## src/rtl/ftc_pkg.sv

```systemverilog
package ftc_pkg;
  localparam int CORR_W = 8;
  localparam int MAG_W  = CORR_W - 1;
  localparam int WINDOW = 976;

  // Magnitude of a signed correction, most negative code clamped to the max.
  function automatic logic [MAG_W-1:0] corr_mag(input logic [CORR_W-1:0] v);
    logic [CORR_W-1:0] neg;
    if (!v[CORR_W-1]) return v[MAG_W-1:0];
    neg = ~v + 1'b1;
    if (neg[CORR_W-1]) return {MAG_W{1'b1}};
    return neg[MAG_W-1:0];
  endfunction

  // True when this value asks for a slower count (cycles added).
  function automatic logic corr_slow(input logic [CORR_W-1:0] v);
    return v[CORR_W-1];
  endfunction
endpackage

```

## src/rtl/ftc_window_ctr.sv

```systemverilog
module ftc_window_ctr #(
  parameter int PERIODS = 976,
  parameter int IDX_W   = $clog2(PERIODS)
) (
  input  logic             clk,
  input  logic             rst_n,
  input  logic             step,
  output logic [IDX_W-1:0] idx,
  output logic             last
);
  localparam logic [IDX_W-1:0] LAST_IDX = IDX_W'(PERIODS - 1);

  assign last = step && (idx == LAST_IDX);

  always_ff @(posedge clk) begin
    if (!rst_n)    idx <= '0;
    else if (last) idx <= '0;
    else if (step) idx <= idx + 1'b1;
  end


  idx_hold_chk: assert property (@(posedge clk) disable iff (!rst_n)
    !step |=> $stable(idx));

  idx_wrap_chk: assert property (@(posedge clk) disable iff (!rst_n)
    (step && idx == LAST_IDX) |=> (idx == '0));

  idx_range_chk: assert property (@(posedge clk) disable iff (!rst_n)
    idx <= LAST_IDX);
endmodule

```

## src/rtl/ftc_accum.sv

```systemverilog
module ftc_accum #(
  parameter int PERIODS = 976,
  parameter int MAG_W   = 7
) (
  input  logic             clk,
  input  logic             rst_n,
  input  logic             step,
  input  logic             clear,
  input  logic [MAG_W-1:0] mag,
  output logic             fire
);
  localparam int ACC_W = $clog2(PERIODS);
  localparam int SUM_W = ACC_W + 1;
  localparam logic [SUM_W-1:0] LIMIT = SUM_W'(PERIODS);

  logic [ACC_W-1:0] acc;
  logic [SUM_W-1:0] sum;

  assign sum  = {1'b0, acc} + {{(SUM_W-MAG_W){1'b0}}, mag};
  assign fire = step && (sum >= LIMIT);

  always_ff @(posedge clk) begin
    if (!rst_n || (step && clear)) acc <= '0;
    else if (fire)                 acc <= ACC_W'(sum - LIMIT);
    else if (step)                 acc <= sum[ACC_W-1:0];
  end


  acc_bound_chk: assert property (@(posedge clk) disable iff (!rst_n)
    {1'b0, acc} < LIMIT);

  zero_mag_chk: assert property (@(posedge clk) disable iff (!rst_n)
    (mag == '0) |-> !fire);
endmodule

```

## src/rtl/freq_trim_corrector.sv

```systemverilog
module freq_trim_corrector #(
  parameter int PERIODS = ftc_pkg::WINDOW,
  parameter int IDX_W   = $clog2(PERIODS)
) (
  input  logic                       clk,
  input  logic                       rst_n,
  input  logic [ftc_pkg::CORR_W-1:0] corr_val,
  input  logic                       roll_pulse,
  output logic                       step_double,
  output logic                       step_hold,
  output logic [IDX_W-1:0]           win_idx
);
  import ftc_pkg::*;

  logic [CORR_W-1:0] active_val;
  logic [MAG_W-1:0]  active_mag;
  logic              win_last;
  logic              adj_fire;

  assign active_mag = corr_mag(active_val);

  ftc_window_ctr #(.PERIODS(PERIODS), .IDX_W(IDX_W)) u_win (
    .clk(clk), .rst_n(rst_n), .step(roll_pulse),
    .idx(win_idx), .last(win_last)
  );

  ftc_accum #(.PERIODS(PERIODS), .MAG_W(MAG_W)) u_acc (
    .clk(clk), .rst_n(rst_n), .step(roll_pulse), .clear(win_last),
    .mag(active_mag), .fire(adj_fire)
  );

  always_ff @(posedge clk) begin
    if (!rst_n)        active_val <= '0;
    else if (win_last) active_val <= corr_val;
  end

  always_ff @(posedge clk) begin
    if (!rst_n) begin
      step_double <= 1'b0;
      step_hold   <= 1'b0;
    end else begin
      step_double <= adj_fire && !corr_slow(active_val);
      step_hold   <= adj_fire &&  corr_slow(active_val);
    end
  end


  no_both_chk: assert property (@(posedge clk) disable iff (!rst_n)
    !(step_double && step_hold));

  req_after_roll_chk: assert property (@(posedge clk) disable iff (!rst_n)
    (step_double || step_hold) |-> $past(roll_pulse));

  req_single_chk: assert property (@(posedge clk) disable iff (!rst_n)
    (step_double || step_hold) |=> !(step_double || step_hold));

  latch_only_at_end_chk: assert property (@(posedge clk) disable iff (!rst_n)
    !win_last |=> $stable(active_val));
endmodule

```

## config.mk

```make
export PLATFORM = sky130hd
export DESIGN_NAME = freq_trim_corrector
export DESIGN_NICKNAME = d
export VERILOG_FILES = /design/src/rtl/ftc_pkg.sv /design/src/rtl/ftc_window_ctr.sv /design/src/rtl/ftc_accum.sv /design/src/rtl/freq_trim_corrector.sv
export SDC_FILE = /design/constraint.sdc
export NUM_CORES = 1
export LEC_CHECK = 0
export ABC_AREA = 1
export BUFFER_PORTS_ARGS = -buffer_cell sky130_fd_sc_hd__buf_2
export CAP_MARGIN = 10
export CORE_ASPECT_RATIO = 1.5
export CORE_MARGIN = 10
export CORE_UTILIZATION = 62
export DETAILED_ROUTE_END_ITERATION = 6
export PLACE_DENSITY_LB_ADDON = 0.08
export SKIP_CTS_REPAIR_TIMING = 1
export SLEW_MARGIN = 20
export SYNTH_ARGS = -nofsm -noshare
export SYNTH_HDL_FRONTEND = slang
export SYNTH_SLANG_ARGS = --single-unit
```

## constraint.sdc

```tcl
create_clock -name clk -period 5 [get_ports clk]
set_clock_uncertainty 0.2 [all_clocks]
set_input_delay 0.5 -clock clk [delete_from_list [all_inputs] [get_ports clk]]
set_output_delay 0.5 -clock clk [all_outputs]
set_load 0.005 [all_outputs]
```

==> reports/qor.yml <==
status: "completed"
seqCellArea_um2: 601
synthFlopType: "dfxtp_1"
start_util_pct: 63.6
synthesis.nets: 332
setup_total_negative_slack_ns: 0
worstSkewPairLatency_ns: 0.29
wl_per_cell_um: 12.2
h-tree-depth: 2
ys_types: 28
finalCriticalPeriod_ns: 3.66
die_h_um: 89.0
path_max_fanout: 9
vias: 1928
diodes: 0
synth_top_area_share_pct: 30.5
grt_pass1_vias: 1881
tritoncts: "done"
vias_per_cell: 5.16
synth_area_per_cell_um2: 6.39
hold_violations: 0
drt-pass1-iter-count: 4
yosysSeqAreaShare_pct: 30.5
clockBufferDepth: 2
clk_pin_slew_ns: 0.07
pin_count: 23
cts_root_buffer: "clkbuf_8"
die_width_um: 66.0
fin_crit_sh_pct: 73.1
antenna_found_initial: 0
synth-seq-cells: 30
drive_gt1_share_pct: 12.3
multiInputGateArea_um2: 1150
fillers: 271
arrival_ns: 3.65
synth_commonest_cells: "nand2_1 (79), inv_1 (51), nor2_1 (33)"
finalNetCount: 357
grt_pass1_wl_um: 7910
cp-end-kind: "flip-flop"
global_route.usage.met3_pct: 3.64
synth_edf_count: 0
globalplace.congestion: 0.868
yosys-top-cells-area: "dfxtp_1 (31%), nand2_1 (15%), inv_1 (9.7%)"
io_buffers: 22
grt-ovfl-total: 0
hold_class: "input pin to flip-flop"
crit_required_ns: 4.99
clkSinkCount: 30
cp-start-kind: "flip-flop"
drt_iter0_drc: 57
maxCapViolations: 0
antenna_left: 0
grt_max_degree: 24
total_power_mw: 0.499
final_cells: 374
grt_util_met2_pct: 29.2
slew_headroom_pct: 68.7
cts_buffers: 5
track_usage_pct: 16.8
use_met1_pct: 18.7
grt-busiest-layer: "met2"
syn_area_um2: 1970
hold_ws_ns: 0.247
synth_most_common_cell: "nand2_1"
synth_cells: 308
setup_violations: 0
fin_area_um2: 2200
rows: 25
synth_top_cell_by_area: "dfxtp_1"
synth_warnings: 0
drc_errors: 0
worstSetupPathType: "flip-flop to flip-flop"
fmax_mhz: 274
dp_cells: 366
syn_to_final_growth_pct: 11.8
drt-total-wl_um: 4560
vdd_ir_drop_max_uv: 300
fp.dieArea_um2: 5870
slew_viol_final: 0
leakagePower_nw: 1.08
tightestPinTransition_ns: 0.469
core-area_um2: 3100
rsz0062_at_grt: "false"
power.density_nw_per_um2: 227
ys_async_sr_fraction_pct: 0
hpwl_um: 3540
dpl-instance-area_um2: 2110
[report_power, final]
part	internal [mW]	leakage [nW]	total, mW	switching (mW)
logic	0.0157	0.792	0.0422	0.0265
registers	0.244	0.243	0.249	0.00496
clock network	0.110	0.0472	0.208	0.0975
[cell type report]
type / count / area share, %
clock buffer: 6 / 3.75
multi-input combinational: 221 / 52.1
tap: 40 / 2.27
inverter: 53 / 9.04
sequential: 30 / 27.3
timing repair buffer: 22 / 5.00
clock inverter: 2 / 0.569
[worst paths after layout]
check / start / endpoint / slack, ns / cells past startpoint
setup / recovery: active_val[0]$_SDFFE_PN0P_ / u_acc.acc[5]$_SDFFE_PP0P_ / 1.34 / 25
hold / removal: corr_val[0] / active_val[0]$_SDFFE_PN0P_ / 0.25 / 3
setup reg to reg: active_val[0]$_SDFFE_PN0P_ / u_acc.acc[5]$_SDFFE_PP0P_ / 1.34 / 25
hold reg to reg: u_acc.acc[0]$_SDFFE_PP0P_ / u_acc.acc[0]$_SDFFE_PP0P_ / 0.29 / 2
[cell usage in the layout, fill, tap and decap left out, types with 3 or more instances in the layout]
master and instances:
a21oi_1 13, xor2_1 3, inv_1 51, clkbuf_8 6, ha_1 12, nor2_1 33, nand2_1 79, nor3_1 15
or2_2 4, o21ai_0 17, buf_2 22, nand3_1 28, dfxtp_1 30
[metrics by stage]
stage | utilization (%) | worst slack [ns]
after detailed placement | 68.0 | 1.45
after global placement | 68.0 | 1.59
after global routing | 71.1 | 0.999
after CTS | 71.1 | 1.37
final | 71.1 | 1.34
after floorplan | - | 1.80
[logic make-up after synthesis]
| group | count (synthesis) | share of synthesized area [%] |
|---|---|---|
| simple gates | 168 | 38.1 |
| xor+xnor | 3 | 1.34 |
| compound gates | 37 | 10.1 |
| flops | 30 | 30.5 |
| buf+inv | 57 | 11.3 |
| fa+ha+maj | 13 | 8.65 |
[per-layer routing]
layer / part of all wire [%] / vias up
met5: 0 / -
met4: 2.7 / 0
met3: 2.6 / 9
met2: 52 / 33
met1: 42 / 862
li1: - / 1024
[registers in the layout (all words and copies together), names as in the netlist]
signal and flops:
active_val 8, u_acc.acc 10, u_win.idx 10, step_double 1
step_hold 1
[critical path: stages (launching register included)]
cell,delay (ns)
dfxtp_1,0.33
nor3_1,0.33
nand3_1,0.18
nor3_1,0.20
nand2_1,0.18
nand2_1,0.11
ha_1,0.16
inv_1,0.05
fa_1,0.39
inv_1,0.09
nand3_1,0.09
nand3b_1,0.10
nand2_1,0.11
inv_1,0.09
ha_1,0.13
nand3_1,0.07
nor2_1,0.11
nand2_1,0.06
nand2_1,0.06
nand2_1,0.06
nand2_2,0.14
inv_1,0.08
nand2_1,0.06
nand3_1,0.07
nand2_1,0.09
inv_1,0.04
(Power assumes the default switching activity.)
